$ cat src/rtl/gain_ramp_pkg.sv
package gain_ramp_pkg;
  localparam int unsigned DEF_NCH      = 2;
  localparam int unsigned DEF_CODE_W   = 7;
  localparam int unsigned DEF_CODE_MAX = 119;

  // Action a lane takes on its next step event.
  typedef enum logic [2:0] {
    MV_HOLD,
    MV_UP,
    MV_DOWN,
    MV_UNMUTE,
    MV_MUTE
  } move_e;
endpackage

$ cat src/rtl/gain_ramp_pacer.sv
module gain_ramp_pacer (
  input  logic clk,
  input  logic rst_n,
  input  logic sample_stb,
  input  logic half_rate,
  input  logic enable,
  output logic fire
);
  logic phase_q;

  assign fire = enable && sample_stb && (!half_rate || phase_q);

  always_ff @(posedge clk) begin
    if (!rst_n) begin
      phase_q <= 1'b0;
    end else if (!enable) begin
      phase_q <= 1'b0;
    end else if (sample_stb) begin
      phase_q <= ~phase_q;
    end
  end
endmodule

$ cat src/rtl/gain_ramp_stepper.sv
module gain_ramp_stepper
  import gain_ramp_pkg::*;
#(
  parameter int unsigned CODE_W   = DEF_CODE_W,
  parameter int unsigned CODE_MAX = DEF_CODE_MAX
) (
  input  logic [CODE_W-1:0] cur_code,
  input  logic              cur_muted,
  input  logic [CODE_W-1:0] req_code,
  input  logic              req_mute,
  output move_e             move,
  output logic              at_goal
);
  localparam logic [CODE_W-1:0] LIMIT = CODE_W'(CODE_MAX);

  logic [CODE_W-1:0] clamped;
  logic [CODE_W-1:0] goal;

  assign clamped = (req_code > LIMIT) ? LIMIT : req_code;
  assign goal    = req_mute ? '0 : clamped;

  always_comb begin
    move = MV_HOLD;
    if (cur_muted) begin
      if (!req_mute) move = MV_UNMUTE;
    end else if (cur_code < goal) begin
      move = MV_UP;
    end else if (cur_code > goal) begin
      move = MV_DOWN;
    end else if (req_mute) begin
      move = MV_MUTE;
    end
  end

  assign at_goal = (cur_muted == req_mute) && (cur_muted || (cur_code == clamped));
endmodule

$ cat src/rtl/gain_ramp_lane.sv
module gain_ramp_lane
  import gain_ramp_pkg::*;
#(
  parameter int unsigned CODE_W   = DEF_CODE_W,
  parameter int unsigned CODE_MAX = DEF_CODE_MAX
) (
  input  logic              clk,
  input  logic              rst_n,
  input  logic              sample_stb,
  input  logic              half_rate,
  input  logic              enable,
  input  logic [CODE_W-1:0] req_code,
  input  logic              req_mute,
  output logic [CODE_W-1:0] code_q,
  output logic              muted_q,
  output logic              at_goal
);
  logic  fire;
  move_e move;

  gain_ramp_pacer u_pacer (
    .clk        (clk),
    .rst_n      (rst_n),
    .sample_stb (sample_stb),
    .half_rate  (half_rate),
    .enable     (enable),
    .fire       (fire)
  );

  gain_ramp_stepper #(.CODE_W(CODE_W), .CODE_MAX(CODE_MAX)) u_step (
    .cur_code  (code_q),
    .cur_muted (muted_q),
    .req_code  (req_code),
    .req_mute  (req_mute),
    .move      (move),
    .at_goal   (at_goal)
  );

  always_ff @(posedge clk) begin
    if (!rst_n) begin
      code_q  <= '0;
      muted_q <= 1'b1;
    end else if (fire) begin
      case (move)
        MV_UP:     code_q  <= code_q + CODE_W'(1);
        MV_DOWN:   code_q  <= code_q - CODE_W'(1);
        MV_UNMUTE: muted_q <= 1'b0;
        MV_MUTE:   muted_q <= 1'b1;
        default:   ;
      endcase
    end
  end
endmodule

$ cat src/rtl/gain_ramp.sv
module gain_ramp
  import gain_ramp_pkg::*;
#(
  parameter int unsigned NCH      = DEF_NCH,
  parameter int unsigned CODE_W   = DEF_CODE_W,
  parameter int unsigned CODE_MAX = DEF_CODE_MAX
) (
  input  logic                         clk,
  input  logic                         rst_n,
  input  logic                         sample_stb,
  input  logic                         half_rate,
  input  logic [NCH-1:0]               ch_en,
  input  logic [NCH-1:0][CODE_W-1:0]   tgt_code,
  input  logic [NCH-1:0]               tgt_mute,
  output logic [NCH-1:0][CODE_W-1:0]   app_code,
  output logic [NCH-1:0]               app_mute,
  output logic                         settled
);
  logic [NCH-1:0] lane_ok;

  for (genvar c = 0; c < NCH; c++) begin : g_lane
    gain_ramp_lane #(.CODE_W(CODE_W), .CODE_MAX(CODE_MAX)) u_lane (
      .clk        (clk),
      .rst_n      (rst_n),
      .sample_stb (sample_stb),
      .half_rate  (half_rate),
      .enable     (ch_en[c]),
      .req_code   (tgt_code[c]),
      .req_mute   (tgt_mute[c]),
      .code_q     (app_code[c]),
      .muted_q    (app_mute[c]),
      .at_goal    (lane_ok[c])
    );
  end

  assign settled = &(lane_ok | ~ch_en);
endmodule

$ cat config.mk
export PLATFORM = sky130hd
export DESIGN_NAME = gain_ramp
export DESIGN_NICKNAME = d
export VERILOG_FILES = /design/src/rtl/gain_ramp_pkg.sv /design/src/rtl/gain_ramp_pacer.sv /design/src/rtl/gain_ramp_stepper.sv /design/src/rtl/gain_ramp_lane.sv /design/src/rtl/gain_ramp.sv
export SDC_FILE = /design/constraint.sdc
export NUM_CORES = 1
export LEC_CHECK = 0
export BUFFER_PORTS_ARGS = -buffer_cell sky130_fd_sc_hd__buf_4
export CAP_MARGIN = 20
export CORE_ASPECT_RATIO = 0.8
export CORE_MARGIN = 2
export CORE_UTILIZATION = 40
export DETAILED_ROUTE_END_ITERATION = 12
export PLACE_DENSITY = 0.73
export SLEW_MARGIN = 10
export SYNTH_ARGS = -nofsm -noshare
export SYNTH_HDL_FRONTEND = slang
export SYNTH_HIERARCHICAL = 1
export SYNTH_SLANG_ARGS = --single-unit
$ cat constraint.sdc
create_clock -name clk -period 9.6 [get_ports clk]
set_input_delay 0.48 -clock clk [delete_from_list [all_inputs] [get_ports clk]]
set_output_delay 0.48 -clock clk [all_outputs]
set_load 0.01 [all_outputs]
# After elaboration in Yosys (flattened, before gate mapping)
# Index checks and enable logic that the tools add are counted.
# op_classes
addsub	4
magnitude_cmp	6
n_eq_ne	12
n_mux	18
n_bitwise	4
n_reduce_logical	22
# ops
cell	n
7-bit 2-to-1 mux	4
7-bit case mux with 2 select lines	2
3-bit 2-to-1 mux	8
7-bit by 1-bit adder with 7-bit output (second input constant)	2
7-bit == test	2
7-bit greater-than comparator	2
7-bit greater-than comparator (second input constant)	2
7-bit < comparator	2
2-bit AND reduction	7
7-bit by 1-bit subtractor with 7-bit output (second input constant)	2
3-bit by 2-bit == test with 1-bit output (second input constant)	4
2-bit nonzero test	4
3-bit by 1-bit == test with 1-bit output (second input constant)	2
3-bit == test (second input constant)	2
1-bit logical AND	6
1-bit logical OR	4
2-bit 2-to-1 mux	2
1-bit case mux with 2 select lines	2
1-bit == test	2
1-bit inverter	2
2-bit inverter	1
2-bit bitwise OR	1
1-bit zero test	1
# totals
register_bits	18
inputBits	22
output_inout_bits	17
elab_cells	72

# Longest topological paths before layout
# Gate-level depths: netlist (run 1).
# depth
ltp_word	10
depth_mapped	17

# Modules after synthesis
# Netlist (run 1), hierarchy kept.
# by_module_without_submodules
module	n_inst	cells_each	area_each_um2
gain_ramp_lane	2	58	490.5
gain_ramp_stepper	2	56	404.1
gain_ramp_pacer	2	6	47.5
gain_ramp	1	3	20.0

# Worst setup path after synthesis (run 1)
# Ideal clock, no wire load.
# synth_timing
path_type	in2reg
from	input port tgt_code[4] (netlist name)
to	register g_lane[0].u_lane.code_q[6]
arrival_ps	3597
required_time_ps	9528
slack_ps	5931
stages	16
path_cell_list	and4_1 -> buf_6 -> o21ai_0 -> ha_1 -> nor2b_1 -> o21a_1 -> o21bai_1 -> a31oi_1 -> or3b_1 -> buf_2 -> xnor2_1 -> ha_1 -> or3_1 -> or3_1 -> o22ai_1 -> mux2i_1
# synth_via
elab_chain_len	10
# synth_rtl
item	line	source
start: declaration	gain_ramp.sv:13	input logic [NCH-1:0][CODE_W-1:0] tgt_code,
7-bit greater-than comparator	gain_ramp_stepper.sv:19	assign clamped = (req_code > LIMIT) ? LIMIT : req_code;
7-bit 2-to-1 mux *	gain_ramp_stepper.sv:19	
7-bit 2-to-1 mux *	gain_ramp_stepper.sv:20	assign goal = req_mute ? '0 : clamped;
7-bit greater-than comparator	gain_ramp_stepper.sv:28	end else if (cur_code > goal) begin
3-bit 2-to-1 mux	gain_ramp_stepper.sv:28	
3-bit 2-to-1 mux *	gain_ramp_stepper.sv:26	end else if (cur_code < goal) begin
3-bit 2-to-1 mux *	gain_ramp_stepper.sv:24	if (cur_muted) begin
via g_lane[0].u_lane.move[2]	gain_ramp_lane.sv:19	move_e move;
3-bit by 1-bit == test with 1-bit output / 3-bit by 2-bit == test with 1-bit output (equally long branches)	gain_ramp_lane.sv:44	case (move)
2-bit nonzero test (no source line)	--	
2-bit AND reduction (no source line)	--	
end signal: assignment	gain_ramp_lane.sv:45	MV_UP: code_q <= code_q + CODE_W'(1);
end signal: assignment	gain_ramp_lane.sv:46	MV_DOWN: code_q <= code_q - CODE_W'(1);
end: declaration	gain_ramp_lane.sv:14	output logic [CODE_W-1:0] code_q,
# Mark *: on every way through the listed nets, which the timed path passes. The rest lies on a longest branch.
# A chain may end at the register's enable or synchronous reset.

# Worst setup path in the final report (run 1)
# Same ends and word-level chain as after synthesis.

==> results of run 1 <==
## cell usage in the layout, fill, tap and decap left out, drive strengths merged, types with 6 or more instances in the layout
cell type / instances
nor2b: 6
nand4: 10
dfxtp: 18
nand2b: 10
inv: 16
xor2: 10
nand2: 28
ha: 16
or3: 8
nor2: 12
buf: 38
o21ai: 14
nand3: 8
a21oi: 14
mux2i: 10
xnor2: 6
a31oi: 6
## registers in the layout, summed over array words and instances (netlist names)
signal and count:
g_lane.u_lane/code_q 14, g_lane.u_lane/muted_q 2, g_lane.u_lane/u_pacer/phase_q 2
## metrics by stage
| step | cells | util | setup WS (ns) |
|---|---|---|---|
| finish | 338 | 0.493 | 5.71 |
| detailed placement | 335 | 0.484 | 5.48 |
| global route | 338 | 0.493 | 5.45 |
| CTS | 338 | 0.493 | 5.75 |
| global placement | 335 | 0.484 | 5.49 |
| floorplan | 243 | - | 5.93 |
## metal layers
layer,track usage,vias to the layer above,routed length [microns]
li1,-,954,-
met1,0.234,852,2190
met2,0.255,52,1850
met3,0.0330,6,226
met4,0.0318,0,32
met5,0,-,0
## logic make-up (layout without fill, tap and decap cells)
family	after synthesis	in the layout	share of synthesized area
flip-flops	18	18	0.189
AND/OR/NAND/NOR	104	104	0.305
buffers and inverters	22	57	0.0526
adder cells (fa/ha/maj)	16	16	0.105
AO/OA/AOI/OAI	57	57	0.222
multiplexers	10	10	0.0526
XOR/XNOR	16	16	0.0736
## power by group
part	leakage [nW]	internal (mW)	switching, mW
Sequential	0.146	0.0780	0.00707
Clock	0.0216	0.0278	0.0234
Combinational	0.780	0.0353	0.0378
Total	0.947	0.141	0.0683
## worst paths after layout
check / cells past startpoint / endpoint / startpoint
max: 15 / g_lane[0].u_lane/code_q[6]$_SDFFE_PN0P_ / tgt_code[4]
min: 2 / g_lane[0].u_lane/u_pacer/phase_q$_SDFFE_PN0P_ / ch_en[0]
max reg2reg: 12 / g_lane[0].u_lane/code_q[6]$_SDFFE_PN0P_ / g_lane[0].u_lane/code_q[1]$_SDFFE_PN0P_
min reg2reg: 2 / g_lane[1].u_lane/code_q[6]$_SDFFE_PN0P_ / g_lane[1].u_lane/code_q[6]$_SDFFE_PN0P_
## cell type report
cell class              instances  area, sq um
clock buffers                   3         41.3
repair buffers                 38          285
flip-flops and latches         18          360
well taps                      60         75.1
multi-input cells             203         1440
inverters                      16         60.1
fillers                       460         2330
## worst register-to-register path, stage by stage, from the launching register on
cell and delay, ns:
dfxtp_1 0.56, ha_1 0.32, nor2b_1 0.13, o21a_1 0.16, o21bai_1 0.21, a31oi_1 0.19
or3b_1 0.49, xnor2_1 0.17, ha_1 0.23, or3_1 0.30, or3_1 0.34, o22ai_1 0.22
mux2i_1 0.19
==> summary.txt, run 1 <==
Vias per std cell -> 5.51
Diodes inserted -> 0
Number of global-route vias before repair -> 1542
Area leader, netlist -> dfxtp_1
Worst endpoint required time -> 9.78 ns
Clock-pin transition on the worst setup and hold timing paths -> 0.06 ns
Critical Path Sink Type -> register
First-pass GRT wire length -> 6.96 mm
Io pins -> 39
DR iter-0 viols -> 92
Outcome -> complete, no violations
Min-Delay Path Class -> in -> reg
Layout cells sized above 1 -> 0.194
Worst Max-Slew Pin Slew -> 0.396 ns
Top-area cell type share of the netlist area -> 0.189
Main synth FF type -> dfxtp_1
RSZ-0062 raised after global routing -> false
Mapped Nets -> 281
Core Rows -> 22
Routed length per instance -> 12.7 microns
Number of buffers created by CTS -> 3
Bufs on Longest Clock Path -> 2
EDFF count, synth -> 0
Post-DP Area -> 2220 sq um
Worst path bufs/invs -> 1
Power Dens Cells -> 92.4 nW/um^2
Final clock skew -> 0.00290 ns
DP HPWL -> 3.33 mm
Worst-path maximum fanout -> 8
Top cell family by delay on the critical path -> simple AND/OR/NAND/NOR gates
Max-slew violations -> 0
Post-CTS Hold Buffers -> 0
Worst-skew pair later-pin latency -> 0.25 ns
Syn_area_per_cell -> 7.84 sq um
Post-CTS Setup Bufs -> 0
Post-route ant nets -> 0
DRC -> 0
Design Area, Final -> 2270 sq um
Initial Utilization -> 0.414
Post-Synthesis Cells -> 243
IO buf count -> 38
Post-synth top cells -> nand2_1, dfxtp_1, ha_1, inv_1
CTS tree -> done
Crit path launch type -> input port
Clk sinks -> 18
Maximum vdd drop -> 49.2 uV
Worst rel slew slack -> 0.735
Fin crit share -> 0.405
Area contributors post-synth -> dfxtp_1, ha_1, nand2_1
Post-Route Setup TNS -> 0 ns
Synth cell types -> 43
Leak Pwr -> 0.947 nW
Vias post-DR -> 1864
Placer congestion estimate -> 0.845
Synthesized area -> 1900 sq um
R2R setup slack -> 6.01 ns
Die ar. -> 5330 sq um
Worst path cell trace -> buf_4 > and4_1 > o21ai_0 > ha_1 > nor2b_1 > o21a_1 > o21bai_1 > a31oi_1 > or3b_1 > xnor2_1 > ha_1 > or3_1 > or3_1 > o22ai_1 > mux2i_1
Die Ht -> 65.7 microns
PostCTS Resize Cnt -> 0
Share of flip-flops with an asynchronous set or reset -> 0
Tmin final -> 3.89 ns
1st-pass router iterations -> 4
Setup-failing EPs final -> 0
Max-cap violation count -> 0
Setup Crit Path Kind -> in -> reg
H-tree Lvls -> 1
Slowest-stage cell, CP -> or3b_1
Initial antenna violation count -> 0
GR Overflow Total -> 0
Routed WL -> 4.30 mm
Count leader, synth -> nand2_1
Global router's overall resource usage -> 0.164
Fin nets -> 318
Crit path DAT -> 4.07 ns
Layout area overhead -> 19.0%
Final hold vios -> 0
#FFs+latches synth -> 18
Total Power -> 209 uW
Seq/Total Area, Yosys -> 0.189
Peak Freq -> 0.257 GHz
Die X -> 81.1 microns
Root buffer cell -> clkbuf_8
Crit-path max cell delay -> 0.50 ns
Worst hold margin -> 0.481 ns
Synth Warn # -> 6
Largest net degree at the start of global routing -> 29
Core box area -> 4600 sq um
(Power assumes the default switching activity.)
==> inputs of run 2 (changes only) <==
- clock period: 9.6 -> 3.6 ns (I/O delays scaled with it)
==> run 2 against run 1 <==
Effect of this change: flip-flop and latch count unchanged; sequential power increased to 2.6 times the previous value; power rose to 2.8 times the previous value; count of clock-buffer cells in the layout stayed put; global-route usage rose by 2.5 points; critical path type is now reg -> reg; critical endpoint is now g_lane[1].u_lane/code_q[6]$_SDFFE_PN0P_; largest power group is now combinational logic.
==> summary.txt, run 2 (same netlist as run 1, synthesis figures left out) <==
Outcome -> complete, no violations
Placer congestion estimate -> 0.879 (+4.0%)
Worst path bufs/invs -> 0 (-1)
Worst rel slew slack -> 0.722 (-0.0136)
Layout cells sized above 1 -> 0.253 (+0.0591)
Number of global-route vias before repair -> 1715 (+11%)
Vias post-DR -> 1943 (+4.2%)
Register area -> 360 sq um (unchanged)
Global router's overall resource usage -> 0.189 (+0.0252)
Post-CTS Hold Buffers -> 0 (unchanged)
Commonest non-fill, non-tap cell in the layout -> buf_4
Maximum vdd drop -> 167 uV (+240%)
CTS tree -> done
RSZ-0062 raised after global routing -> false
First-pass GRT wire length -> 7.89 mm (+13%)
H-tree Lvls -> 1 (unchanged)
Top cell family by delay on the critical path -> simple AND/OR/NAND/NOR gates
Worst-path maximum fanout -> 10 (+2)
Initial Utilization -> 0.414 (unchanged)
Io pins -> 39 (unchanged)
Worst Max-Slew Pin Slew -> 0.413 ns (+0.0166 ns)
Max-slew violations -> 0 (unchanged)
Initial antenna violation count -> 0 (unchanged)
Final clock skew -> 0.00381 ns (+0.000911 ns)
Top Registers -> g_lane.u_lane/code_q (14), g_lane.u_lane/muted_q (2), g_lane.u_lane/u_pacer/phase_q (2)
Routed length per instance -> 13.4 microns (+5.7%)
IO buf count -> 38 (unchanged)
Worst endpoint required time -> 3.78 ns (-6.00 ns)
Core Rows -> 22 (unchanged)
GR Overflow Total -> 0 (unchanged)
Area of the multi-input gates -> 1440 sq um (unchanged)
Reg with most FFs -> g_lane.u_lane/code_q
Fin nets -> 340 (+6.9%)
DP HPWL -> 3.78 mm (+14%)
Setup Crit Path Kind -> reg -> reg
Fin crit share -> 0.946
PostCTS Resize Cnt -> 0 (unchanged)
Most frequent cells in the layout -> buf_4, nand2_1, dfxtp_1
Min-Delay Path Class -> in -> reg
Critical Path Sink Type -> register
DRC -> 0 (unchanged)
Worst path cell trace -> ha_1 > nand4_1 > o21bai_1 > a32o_1 > or3b_1 > xnor2_1 > ha_1 > or3_1 > or3_1 > o22ai_1 > mux2i_1
Tmin final -> 3.40 ns
Clk sinks -> 18 (unchanged)
Die X -> 81.1 microns (unchanged)
Post-CTS Setup Bufs -> 0 (unchanged)
Worst flop-to-flop path startpoint -> g_lane[1].u_lane/code_q[3]$_SDFFE_PN0P_
Fill cell count -> 435 (-5.4%)
Layout area overhead -> 27.7%
Leak Pwr -> 1.06 nW (+12%)
Crit-path max cell delay -> 0.43 ns (-0.07 ns)
Peak Freq -> 0.294 GHz
Die Ht -> 65.7 microns (unchanged)
Clock-pin transition on the worst setup and hold timing paths -> 0.07 ns (about the same)
Crit path launch type -> register
Vias per std cell -> 5.40 (-2.1%)
Slowest-stage cell, CP -> dfxtp_1
Min-delay src -> ch_en[0]
Power Dens Cells -> 243 nW/um^2 (+160%)
Number of buffers created by CTS -> 3 (unchanged)
Root buffer cell -> clkbuf_8
Worst-skew pair later-pin latency -> 0.25 ns (about the same)
Max-cap violation count -> 0 (unchanged)
Post-Route Setup TNS -> 0 ns (unchanged)
Setup-failing EPs final -> 0 (unchanged)
Largest net degree at the start of global routing -> 29 (unchanged)
Largest register FFs -> 14 (unchanged)
Final core utilization -> 0.529 (+0.0359)
Post-route ant nets -> 0 (unchanged)
Core box area -> 4600 sq um (unchanged)
Critical Path Start -> g_lane[1].u_lane/code_q[3]$_SDFFE_PN0P_
Routed WL -> 4.84 mm (+13%)
1st-pass router iterations -> 4 (unchanged)
Die ar. -> 5330 sq um (unchanged)
Final hold vios -> 0 (unchanged)
Diodes inserted -> 0 (unchanged)
Crit path DAT -> 3.58 ns (-0.49 ns)
Bufs on Longest Clock Path -> 2 (unchanged)
DR iter-0 viols -> 105 (+14%)
==> run 2: cell type report <==
class	count	share of cell area
clock buffers	3	0.0170
inverters	16	0.0247
multi-input cells	203	0.594
flip-flops and latches	18	0.148
well taps	60	0.0309
repair buffers	60	0.185
==> run 2: power breakdown <==
| part | switching, mW | total [mW] | internal, mW |
|---|---|---|---|
| combinational | 0.117 | 0.233 | 0.116 |
| clock | 0.0643 | 0.139 | 0.0743 |
| sequential | 0.0103 | 0.218 | 0.208 |
==> run 2: final timing paths <==
path                                                                      end  slack [ns]  cells after the start
worst max register to register        g_lane[1].u_lane/code_q[6]$_SDFFE_PN0P_        0.20                     11
worst min-delay path            g_lane[0].u_lane/u_pacer/phase_q$_SDFFE_PN0P_        0.18                      2
worst max-delay path                  g_lane[1].u_lane/code_q[6]$_SDFFE_PN0P_        0.20                     11
worst min register to register        g_lane[0].u_lane/code_q[6]$_SDFFE_PN0P_        0.55                      2
==> run 2: layer usage <==
metal  GRT usage  share of wire
met1       0.255           0.49
met5           0              0
met2       0.318           0.46
met3      0.0343          0.039
met4      0.0318         0.0037
==> run 2: worst register-to-register path, stage by stage (launching register included) <==
cell and delay (ns):
dfxtp_1 0.43, ha_1 0.35, nand4_1 0.14, o21bai_1 0.24, a32o_1 0.31, or3b_1 0.42
xnor2_1 0.16, ha_1 0.21, or3_1 0.32, or3_1 0.33, o22ai_1 0.22, mux2i_1 0.21
==> run 2: metrics by stage <==
| stage | worst slack [ns] | instances | instance area, sq um | power, mW | hold WS [ns] |
|---|---|---|---|---|---|
| finish | 0.196 | 360 | 2430 | 0.590 | 0.177 |
| floorplan | 0.231 | 243 | 1900 | 0.360 | 0.326 |
| CTS | 0.203 | 360 | 2430 | 0.596 | 0.174 |
| global route | 0.0478 | 360 | 2430 | 0.632 | 0.170 |
| global placement | 0.0841 | 357 | 2390 | 0.447 | 0.436 |
| detailed placement | 0.0474 | 357 | 2390 | 0.453 | 0.439 |
==> inputs of run 3 (changes only) <==
- ABC_AREA: unset -> 1
- PLACE_DENSITY: 0.73 -> 0.72
==> run 3 against run 2 <==
Effect of this change: critical path depth up 10; sequential power up 4%; flip-flop and latch count unchanged; first-iteration DRC count up 12%; via count up 24%; largest power group unchanged.
==> summary.txt, run 3 <==
Area contributors post-synth -> nand2_1, dfxtp_1, inv_1
Pre-CTS setup slack -> 0.698 ns (+0.651 ns)
Post-synth top cells -> nand2_1, inv_1, a21oi_1
Share of flip-flops with an asynchronous set or reset -> 0 (unchanged)
DRC -> 0 (unchanged)
Number of global-route vias before repair -> 2025 (+18%)
Post-CTS Hold Buffers -> 0 (unchanged)
Seq/Total Area, Yosys -> 0.161 (-0.0278)
RSZ-0062 raised after global routing -> false
Clk sinks -> 18 (unchanged)
Post-Synthesis Cells -> 382 (+57%)
Worst-skew pair later-pin latency -> 0.26 ns (about the same)
Worst path cell trace -> ha_1 > nand2_1 > nor2_1 > nand2_1 > nand2_1 > nand2_1 > nor3_1 > inv_2 > nand3_4 > nand2_1 > nand2_1 > inv_1 > ha_1 > inv_1 > nand2_1 > nand2_1 > nand2_1 > nand2_1 > nand3_1 > nand2_1 > inv_1
Vias post-DR -> 2405 (+24%)
Initial Utilization -> 0.413 (-0.00130)
Synthesized-area fraction occupied by adder cells -> 0.0897 (-0.0154)
Largest family of logic cells by synthesized area -> simple AND/OR/NAND/NOR gates
Number of buffers created by CTS -> 3 (unchanged)
Synth Warn # -> 6 (unchanged)
Routed WL -> 5.29 mm (+9.3%)
Layout cells sized above 1 -> 0.203 (-0.0505)
Reg with most FFs -> g_lane.u_lane/code_q
Top cell family by delay on the critical path -> simple AND/OR/NAND/NOR gates
Post-synthesis compound-gate area fraction -> 0.122 (-0.0999)
Worst Max-Slew Pin Slew -> 0.312 ns (-0.101 ns)
Top Registers -> g_lane.u_lane/code_q (14), g_lane.u_lane/muted_q (2), g_lane.u_lane/u_pacer/phase_q (2)
DP HPWL -> 4.34 mm (+15%)
Core Rows -> 24 (+9.1%)
GR Overflow Total -> 0 (unchanged)
Post-CTS Setup Bufs -> 0 (unchanged)
Fin crit share -> 0.752 (-0.194)
Post-Route Setup TNS -> 0 ns (unchanged)
Min-Delay Path Class -> in -> reg
Die ar. -> 6200 sq um (+16%)
Initial antenna violation count -> 0 (unchanged)
Final clock skew -> 0.00109 ns (-0.00273 ns)
Core box area -> 5410 sq um (+18%)
DR iter-0 viols -> 118 (+12%)
Slowest-stage cell, CP -> dfxtp_1
Largest register FFs -> 14 (unchanged)
Syn_area_per_cell -> 5.84 sq um (-25%)
CTS tree -> done
Layout area overhead -> 18.9%
Diodes inserted -> 0 (unchanged)
WP depth -> 21 (+10)
Synth Area in XOR/XNOR -> 0.0235 (-0.0500)
Fill cell count -> 555 (+28%)
Top-area cell type share of the netlist area -> 0.214 (+0.0243)
Post-route ant nets -> 0 (unchanged)
Peak Freq -> 0.370 GHz (+26%)
Setup Crit Path Kind -> reg -> reg
Critical Path Sink Type -> register
Area leader, netlist -> nand2_1
Max-slew violations -> 0 (unchanged)
WHS Path Cells -> 2 (unchanged)
Worst-path maximum fanout -> 9 (-1)
Synth cell types -> 28 (-35%)
Vias per std cell -> 4.92 (-8.9%)
Power Dens Cells -> 242 nW/um^2 (-0.12%)
Tmin final -> 2.71 ns (-0.698 ns)
Placer congestion estimate -> 0.925 (+5.2%)
Maximum vdd drop -> 126 uV (-25%)
Synthesized area -> 2230 sq um (+17%)
Main synth FF type -> dfxtp_1
First-pass GRT wire length -> 9.09 mm (+15%)
IO buf count -> 38 (unchanged)
PostCTS Resize Cnt -> 0 (unchanged)
Most frequent CP cell -> nand2_1
Worst rel slew slack -> 0.792 (+0.0698)
Global router's overall resource usage -> 0.178 (-0.0110)
Routed length per instance -> 10.8 microns (-20%)
Crit path launch type -> register
Io pins -> 39 (unchanged)
Crit-path max cell delay -> 0.38 ns (-0.05 ns)
Area of the multi-input gates -> 1580 sq um (+9.1%)
Register area -> 360 sq um (unchanged)
Root buffer cell -> clkbuf_8
Mux share of post-synthesis cell area -> 0 (-0.0526)
Simple-gate area share of the yosys netlist -> 0.470 (+0.165)
Outcome -> complete, no violations
Commonest non-fill, non-tap cell in the layout -> nand2_1
Setup ws final -> 0.894 ns (+0.698 ns)
Die X -> 87.5 microns (+7.9%)
#FFs+latches synth -> 18 (unchanged)
Mapped Nets -> 420 (+49%)
Crit path DAT -> 2.87 ns (-0.71 ns)
H-tree Lvls -> 1 (unchanged)
Reg2Reg Depth -> 21 (+10)
Setup-failing EPs final -> 0 (unchanged)
EDFF count, synth -> 0 (unchanged)
Most frequent cells in the layout -> nand2_1, inv_1, buf_4
Largest net degree at the start of global routing -> 11 (-62%)
Worst endpoint required time -> 3.77 ns (about the same)
1st-pass router iterations -> 4 (unchanged)
Count leader, synth -> nand2_1
Clock-pin transition on the worst setup and hold timing paths -> 0.07 ns (about the same)
Bufs on Longest Clock Path -> 2 (unchanged)
Final core utilization -> 0.491 (-0.0379)
Leak Pwr -> 1.45 nW (+36%)
Max-cap violation count -> 0 (unchanged)
Die Ht -> 70.8 microns (+7.8%)
Final hold vios -> 0 (unchanged)
Worst path bufs/invs -> 4 (+4)
Fin nets -> 463 (+36%)
## run 3: cell types whose count changed in the layout (fill, tap and decap cells not counted), moves of 8 or more
cell,change
a21oi_1,+14
buf_4,-20
inv_1,+39
inv_2,+16
mux2i_1,-10
nand2_1,+99
nand2b_1,-10
nand3_1,+12
nor2_1,+10
o21ai_0,-10
o21ai_1,+10
or3_1,-8
xor2_1,-8
## run 3: worst paths after layout
check                                                      from                                             to  slack (ns)
setup / recovery        g_lane[0].u_lane/code_q[6]$_SDFFE_PN0P_        g_lane[0].u_lane/code_q[4]$_SDFFE_PN0P_        0.89
hold / removal                                            rst_n          g_lane[1].u_lane/muted_q$_SDFFE_PN1P_        0.16
setup reg to reg        g_lane[0].u_lane/code_q[6]$_SDFFE_PN0P_        g_lane[0].u_lane/code_q[4]$_SDFFE_PN0P_        0.89
hold reg to reg   g_lane[0].u_lane/u_pacer/phase_q$_SDFFE_PN0P_  g_lane[0].u_lane/u_pacer/phase_q$_SDFFE_PN0P_        0.52
## run 3: worst reg2reg max path: cells and delay by family, from the launching register on
| family | cells | cell delay [ns] |
|---|---|---|
| buf+inv | 4 | 0.29 |
| flops | 1 | 0.38 |
| simple gates | 15 | 1.45 |
| fa+ha+maj | 2 | 0.49 |
## run 3: stage by stage
stage	cells	area, sq um	power [mW]	hold WS, ns
2_1_floorplan	382	2230	0.400	0.249
3_3_place_gp	485	2600	0.471	0.435
3_5_place_dp	485	2600	0.474	0.434
4_1_cts	489	2650	0.649	0.159
5_1_grt	489	2650	0.697	0.165
6_report	489	2650	0.643	0.160
## run 3: logic make-up (layout without fill, tap and decap cells)
family,count (synthesis),in the layout
buf+inv,77,119
simple gates,217,217
flops,18,18
fa+ha+maj,16,16
xor+xnor,6,6
compound gates,48,48
## run 3: layout make-up
cell class / instances / share of cell area
clock buffers: 4 / 0.0207
flip-flops and latches: 18 / 0.136
multi-input cells: 287 / 0.594
well taps: 65 / 0.0306
inverters: 75 / 0.106
repair buffers: 40 / 0.113
## run 3: where the power goes
group / internal [mW] / switching (mW)
sequential: 0.209 / 0.0165
clock: 0.0974 / 0.0758
combinational: 0.0989 / 0.145
## run 3: metal layers
metal	routed length (microns)	vias to the layer above	part of all wire	track usage
li1	-	1301	-	-
met1	2730	1038	0.52	0.277
met2	2160	59	0.41	0.258
met3	313	7	0.059	0.0152
met4	82	0	0.015	0.0530
met5	0	-	0	0
